File: config.mk
export PLATFORM = sky130hd
export DESIGN_NAME = potreg_file
export DESIGN_NICKNAME = d
export VERILOG_FILES = /design/src/rtl/potreg_file.sv
export SDC_FILE = /design/constraint.sdc
export NUM_CORES = 1
export LEC_CHECK = 0
export CORE_AREA = 4 4 108 110
export CTS_CLUSTER_SIZE = 14
export DETAILED_ROUTE_END_ITERATION = 7
export DIE_AREA = 0 0 112 114
export DONT_BUFFER_PORTS = 1
export PLACE_DENSITY = 0.59
export SYNTH_ARGS = -nofsm -noshare
export SYNTH_HDL_FRONTEND = slang
export SYNTH_SLANG_ARGS = --single-unit
File: constraint.sdc
create_clock -name clk -period 5 [get_ports clk]
set_input_delay 0.25 -clock clk [delete_from_list [all_inputs] [get_ports clk]]
set_output_delay 0.25 -clock clk [all_outputs]
set_load 0.05 [all_outputs]
File: src/rtl/potreg_file.sv
module potreg_file #(
  parameter int          COMMIT_CYCLES = 20,
  parameter logic [7:0]  IVR_PRESET    = 8'h80,
  parameter int          SEL_BIT       = 7
) (
  input  logic        clk,
  input  logic        rst_n,
  input  logic        req_valid,
  input  logic        req_write,
  input  logic [3:0]  req_addr,
  input  logic [7:0]  req_wdata,
  input  logic        txn_end,
  output logic [7:0]  rd_data,
  output logic        busy,
  output logic [31:0] wiper_out
);
  localparam int CW = $clog2(COMMIT_CYCLES + 1);

  logic [7:0]    wiper [4];
  logic [7:0]    ivr   [4];
  logic [7:0]    gp, acr, pend_data;
  logic [3:0]    pend_addr;
  logic          pend_valid;
  logic [CW-1:0] cnt;
  logic [7:0]    rd_next;

  wire go        = req_valid & ~busy;
  wire is_ch     = (req_addr[3:2] == 2'b00);
  wire nv_sel    = acr[SEL_BIT];
  wire nv_target = (is_ch & nv_sel) | (req_addr == 4'd6);
  wire start     = txn_end & pend_valid & ~busy;

  assign busy      = (cnt != '0);
  assign wiper_out = {wiper[3], wiper[2], wiper[1], wiper[0]};

  always_comb begin
    rd_next = 8'h00;
    if (is_ch)                  rd_next = nv_sel ? ivr[req_addr[1:0]] : wiper[req_addr[1:0]];
    else if (req_addr == 4'd6)  rd_next = gp;
    else if (req_addr == 4'd8)  rd_next = acr;
  end

  always_ff @(posedge clk) begin
    if (!rst_n) begin
      for (int i = 0; i < 4; i++) begin
        ivr[i]   <= IVR_PRESET;
        wiper[i] <= IVR_PRESET;
      end
      gp         <= 8'h00;
      acr        <= 8'h00;
      pend_data  <= 8'h00;
      pend_addr  <= 4'd0;
      pend_valid <= 1'b0;
      cnt        <= '0;
      rd_data    <= 8'h00;
    end else begin
      if (go && req_write) begin
        if (nv_target) begin
          pend_valid <= 1'b1;
          pend_addr  <= req_addr;
          pend_data  <= req_wdata;
        end else if (is_ch) begin
          wiper[req_addr[1:0]] <= req_wdata;
        end else if (req_addr == 4'd8) begin
          acr <= req_wdata;
        end
      end
      if (go && !req_write) rd_data <= rd_next;
      if (start) begin
        cnt <= CW'(COMMIT_CYCLES);
      end else if (busy) begin
        cnt <= cnt - 1'b1;
        if (cnt == CW'(1)) begin
          pend_valid <= 1'b0;
          if (pend_addr == 4'd6) gp <= pend_data;
          else                   ivr[pend_addr[1:0]] <= pend_data;
        end
      end
    end
  end

  AST_COMMIT_STARTS: assert property (@(posedge clk) disable iff (!rst_n)
    start |=> busy);
  AST_BUSY_HOLDS: assert property (@(posedge clk) disable iff (!rst_n)
    (busy && cnt != CW'(1)) |=> busy);
  AST_VOLATILE_NO_BUSY: assert property (@(posedge clk) disable iff (!rst_n)
    (txn_end && !pend_valid && !busy) |=> !busy);
  AST_WIPERS_FROZEN_BUSY: assert property (@(posedge clk) disable iff (!rst_n)
    busy |=> $stable(wiper_out));
  AST_RDATA_FROZEN_BUSY: assert property (@(posedge clk) disable iff (!rst_n)
    busy |=> $stable(rd_data));
  AST_HOLE_READS_ZERO: assert property (@(posedge clk) disable iff (!rst_n)
    (go && !req_write && (req_addr == 4'd4 || req_addr == 4'd5 || req_addr == 4'd7 || req_addr > 4'd8))
    |=> rd_data == 8'h00);
  AST_NO_STAGE_AFTER_COMMIT: assert property (@(posedge clk) disable iff (!rst_n)
    $fell(busy) |-> !pend_valid);
endmodule

==> impl_results.md, run 1 <==
- WS Path Type: flip-flop to flip-flop
- Initial DRC count: roughly 240
- CP Max Fanout: 24
- Clock Sink Count: ~110
- Initial antenna violation count: 1
- First-pass GRT wire length: around 18 mm
- PwrDens: roughly 380 nW/um^2
- F_max: roughly 360 MHz
- Leakage: between 1.5 and 2 nW
- Overall Power: approximately 0.0020 W
- Seq pwr share: a little under three fifths
- WP data arrival: 2.98 ns
- CP max stage delay: just over 1 ns
- Vias/cell: ~5.7
- Mapped Avg Cell Area: 11.6 sq um
- Fin. Hold Viols: 0
- GP Congestion: roughly 0.78
- Slew headroom: about an eighth
- Layout Skew: ~0.0070 ns
- Dominant cells by area after synthesis: edfxtp_1 40%, dfxtp_1 17%, and2_1 7.4%, mux2i_1 5.0%, mux4_2 3.7%
- Crit start category: flip-flop
- Die Span X: roughly 110 microns
- Skew-Pair Late Insertion Delay: 0.37 ns
- Clock slew at reported path FFs: approximately 0.10 ns
- # DRC: 0
- Share of layout cells above drive strength 1: roughly 8%
- Clock Path Buffers: 2
- Sw Pwr: 0.000589 W
- Largest net degree at the start of global routing: between 50 and 60
- Flop2flop setup slack: ~2.2 ns
- Switching Share: between 30 and 40%
- Largest delay share family, worst path: compound AO/OA/AOI/OAI gates
- VDD IR max: roughly 140 uV
- Area growth from synthesis to layout: 7.72%
- Port Buffers: 0
- Status: completed
- Worst reg2reg path startpoint: cnt[0]
- R2r endpoint: pend_addr[0]
- Cells after Synth: ~410
- Nets: 430
- Mapped cell area: about 4800 sq um
- Post-synthesis cell type count: 47
- Core area: around 11000 sq um
- Die Footprint: between 10000 and 15000 sq um
- I/O pins: 58
- CTS buffer count: 9
- Setup TNS Final: 0 ns
- Die span in y: about 110 microns
- Commonest non-fill, non-tap cell in the layout: edfxtp_1
- Inserted Diodes: 0
- Number of flops mapped to enable cells by yosys: 64
- Synth async-reset ratio: 0%
- Clock power frac: about 30%
- Final period util: ~55%
- Hold EP: acr[0]
- Vias in the first global route: approximately 3200
- Starting Density: 45.0%
- Buffers and inverters on the worst path: 2
- CTS H-tree lvls: 3
- Final Setup Violations: 0
- Fin. max-slew vios: 0
- Post-synth top area share: 39.9%
- Internal: roughly 0.0014 W
- CP cell instances: inv_1, ha_1, nor4b_4, inv_2, a2111oi_4, o21ai_0
- FF+latch count, synth: around 110
- RSZ-0062 raised after global routing: no
- Detailed placement HPWL: approximately 8 mm
- Std-Cell Rows: 38
- Combinational Power Share: 14.0%
- HP Start: req_wdata[0]
- Antenna Nets Post-Route: 0
- Hold WC Path Type: input port to flip-flop
- WHS Path Cells: 2
- Max_cap viols: 0
- Root Buffer: clkbuf_8
- Pre-antenna DRT Iters: 4
- Syn. warnings: 0
- DR vias: 3140
- Clock period minus final worst setup slack: between 2 and 3 ns
- Worst endpoint required time: roughly 5.2 ns
- Critical-path top delay cell: a2111oi_4
- DRT Wirelength: 11.4 mm
- Synth area leader: edfxtp_1
- Most frequent cells in the layout: 64 x edfxtp_1, 57 x and2_1, 42 x dfxtp_1, 26 x nand2_1
- CTS tree: yes
- Worst-margin pin slew: between 1 and 1.5 ns
- Worst Setup End Kind: flip-flop
- Total track usage: about 19%
- Seq/Total Area, Yosys: 57.4%
- FF-to-FF path depth: 6
- Gr ovfl total: 0
- Syn nets: approximately 430
- DR WL/cell: roughly 20 microns
- Most frequently used flop master after synthesis: edfxtp_1
metrics by stage:
| stage | instances | utilization [%] | setup WS (ns) | cell area [sq um] | hold slack [ns] |
|---|---|---|---|---|---|
| 6_report | 555 | 48.5 | 2.24 | 5180 | 0.0148 |
| 5_1_grt | 555 | 48.5 | 1.90 | 5180 | 0.00159 |
| 4_1_cts | 555 | 48.5 | 2.23 | 5180 | 0.000610 |
| 3_5_place_dp | 533 | 45.9 | 2.24 | 4910 | 0.390 |
| 3_3_place_gp | 533 | 45.9 | 2.27 | 4910 | 0.382 |
| 2_1_floorplan | 414 | - | 2.78 | 4810 | 0.380 |
registers in the layout, summed over array words and instances, names as in the netlist:
signal and cells:
rd_data 8, gp 8, pend_addr 4, acr 8, wiper 32, cnt 5, pend_valid 1, ivr 32
pend_data 8
cells in the mapped netlist (2+ instances only):
library cell,number
o21ai_0,24
a31oi_1,8
buf_2,4
mux2i_1,24
o21ai_1,8
o21a_1,7
and4b_1,7
a21oi_1,16
nand2_1,26
nor3b_1,2
a211oi_1,3
nor3_1,6
ha_1,3
mux4_2,8
buf_1,2
nand2b_1,14
edfxtp_1,64
nor2b_1,3
clkbuf_1,16
o22ai_1,8
and2_1,57
inv_1,2
nor2_1,15
nand3_1,23
dfxtp_1,42
cell families after synthesis:
group | count (synthesis) | synth area share (%)
buf+inv | 27 | 2.29
simple gates | 166 | 20.7
mux | 32 | 8.73
fa+ha+maj | 3 | 0.780
xor+xnor | 2 | 0.364
flops | 106 | 57.4
compound gates | 78 | 9.72
metal layers:
layer	vias to the layer above	GRT usage, %	wire length [microns]
met5	-	0	13
met4	2	8.01	270
met3	22	3.71	724
met2	101	31.5	5480
met1	1515	23.0	4870
li1	1500	-	-
layout make-up:
type	count	area (sq um)
clock inverter	7	92.6
inverter	4	15.0
tap	140	175
multi-input combinational	281	1940
fill	988	5510
timing repair buffer	8	75.1
sequential	106	2760
clock buffer	9	124
power groups by stage:
stage | Combinational (W) | Clock [W] | Sequential (W)
finish | 0.000273 | 0.000579 | 0.00110
floorplan | 0.000236 | 0 | 0.00111
global placement | 0.000264 | 0 | 0.00112
detailed placement | 0.000269 | 0 | 0.00112
CTS | 0.000276 | 0.000588 | 0.00110
global route | 0.000305 | 0.000626 | 0.00111
worst max path at each step:
stage                      start           end  slack (ns)  cells past startpoint
after CTS                 cnt[0]  pend_addr[0]        2.23                      6
after global placement    cnt[0]  pend_addr[0]        2.27                      6
after detailed placement  cnt[0]  pend_addr[0]        2.24                      6
after global routing      cnt[0]  pend_addr[0]        1.90                      6
final                     cnt[0]  pend_addr[0]        2.24                      6
after floorplan           cnt[0]   wiper[0][0]        2.78                      5
repair_timing:
item,CTS,global route
hold buffers,6,0
setup buffers,0,0
hold endpoints to repair,10,0
setup endpoints to repair,0,0
resized for setup,0,0
Power figures use the tool's default switching activity.
==> inputs of run 2 (changes only) <==
--- a/config.mk
+++ b/config.mk
@@ -10,7 +10,7 @@
 export DETAILED_ROUTE_END_ITERATION = 7
 export DIE_AREA = 0 0 112 114
 export DONT_BUFFER_PORTS = 1
-export PLACE_DENSITY = 0.59
+export PLACE_DENSITY = 0.61
 export SYNTH_ARGS = -nofsm -noshare
 export SYNTH_HDL_FRONTEND = slang
 export SYNTH_SLANG_ARGS = --single-unit
==> constraint.sdc (replaced) <==
create_clock -name clk -period 2.4 [get_ports clk]
set_input_delay 0.12 -clock clk [delete_from_list [all_inputs] [get_ports clk]]
set_output_delay 0.12 -clock clk [all_outputs]
set_load 0.05 [all_outputs]
==> run 2 against run 1 <==
Effect of this change: fmax rose by 28%; clock power increased by 100%; critical endpoint is now ivr[2][3]; largest power group unchanged; routed wire length up 1.9%; power up 110%; via count grew 1.7%.
==> impl_results.md, run 2 (synthesized netlist as in run 1, its figures left out) <==
- Area growth from synthesis to layout: 11.3%
- CTS H-tree lvls: 3
- Die Footprint: 12800 sq um
- Commonest non-fill, non-tap cell in the layout: edfxtp_1
- CTS buffer count: 9
- Initial DRC count: 180
- Initial antenna violation count: 0
- Hold WC Path Type: input port to flip-flop
- Post-CTS setup repair buffer count: 0
- First-pass GRT wire length: between 15 and 20 mm
- Antenna Nets Post-Route: 0
- Worst Slack Setup Final: 0.236 ns
- Clock period minus final worst setup slack: approximately 2.2 ns
- CP Max Fanout: 8
- Fin. max-slew vios: 0
- Std-Cell Rows: 38
- RSZ-0062 raised after global routing: no
- Worst endpoint required time: between 2 and 2.5 ns
- Nets: approximately 450
- Slew headroom: approximately 58%
- Leakage: around 2.0 nW
- Skew-Pair Late Insertion Delay: between 0.3 and 0.4 ns
- Crit start category: flip-flop
- CTS tree: yes
- F_max: around 460 MHz
- # DRC: 0
- Largest net degree at the start of global routing: between 40 and 50
- Final period util: ~90%
- VDD IR max: approximately 320 uV
- I/O pins: 58
- Die Span X: around 110 microns
- Status: completed
- Pre-antenna DRT Iters: 5
- Total track usage: 18.7%
- PwrDens: 767 nW/um^2
- Clock slew at reported path FFs: about 0.09 ns
- Final Util: 50.1%
- WS Path Type: flip-flop to flip-flop
- GP Congestion: between 0.7 and 0.8
- Die span in y: approximately 110 microns
- Vias/cell: around 5.5
- Dpl ws: around 0.25 ns
- Port Buffers: 0
- Regs by FF count: ivr (32), wiper (32)
- Root Buffer: clkbuf_8
- Layout Skew: roughly 0.01 ns
- WP data arrival: approximately 2.2 ns
- Starting Density: ~45%
- Inserted Diodes: 0
- DR vias: 3194
- Worst-margin pin slew: roughly 0.63 ns
- Worst Setup End Kind: flip-flop
- Vias in the first global route: 3118
- Share of layout cells above drive strength 1: a little over a tenth
- Detailed placement HPWL: approximately 7.9 mm
- Most frequent cells in the layout: 64 x edfxtp_1, 57 x and2_1, 42 x dfxtp_1, 26 x nand2_1
- Fin. Hold Viols: 0
- Max_cap viols: 0
- Clock Sink Count: about 110
- Final Setup Violations: 0
- DRT Wirelength: approximately 12 mm
- Clock Path Buffers: 2
- Setup TNS Final: 0 ns
- Overall Power: just over 0.004 W
- DR WL/cell: 20.1 microns
- Gr ovfl total: 0
- Core area: 10700 sq um
[run 2: final cells by class]
type,instances,area (sq um)
Clock buffer,15,178
Timing Repair Buffer,29,258
Sequential cell,106,2760
Inverter,4,15.0
Tap cell,140,175
Multi-Input combinational cell,281,1940
Clock inverter,1,30.0
Fill cell,983,5340
[run 2: worst paths after layout]
check / from / to / slack (ns) / cells past startpoint
hold reg to reg: pend_addr[3] / pend_addr[3] / 0.47 / 2
setup reg to reg: cnt[0] / ivr[2][3] / 0.24 / 6
setup / recovery: cnt[0] / ivr[2][3] / 0.24 / 6
hold / removal: txn_end / cnt[1] / 0.02 / 3
[run 2: timing repair]
action                                 in CTS  in global routing
hold buffers                               12                  0
setup endpoints to repair                   0                  0
gates resized for setup                     0                  0
endpoints found under the hold margin      61                  0
[run 2: critical path, cell delays in order (launching register included)]
cell and delay [ns]:
dfxtp_1 0.40, inv_1 0.08, ha_1 0.22, nor2b_1 0.20, nand3_1 0.24, nor4b_2 0.31, nand2b_1 0.38
[run 2: layer usage]
layer | up-vias | track usage [%] | share of wire (%)
met5 | - | 0 | 0
met2 | 101 | 29.1 | 46
met1 | 1524 | 25.1 | 45
met3 | 21 | 4.24 | 6.6
met4 | 0 | 8.25 | 2.3
li1 | 1548 | - | -
[run 2: through the flow]
step | instances | instance area [sq um] | hold WS (ns)
after global routing | 576 | 5360 | 0.0389
after detailed placement | 548 | 5020 | 0.260
after floorplan | 414 | 4810 | 0.250
after global placement | 548 | 5020 | 0.253
after CTS | 576 | 5360 | 0.00307
final | 576 | 5360 | 0.0167
[run 2: where the power goes]
part	internal, W	switching, W
clock	0.000578	0.000592
combinational	0.000262	0.000382
sequential	0.00204	0.000257
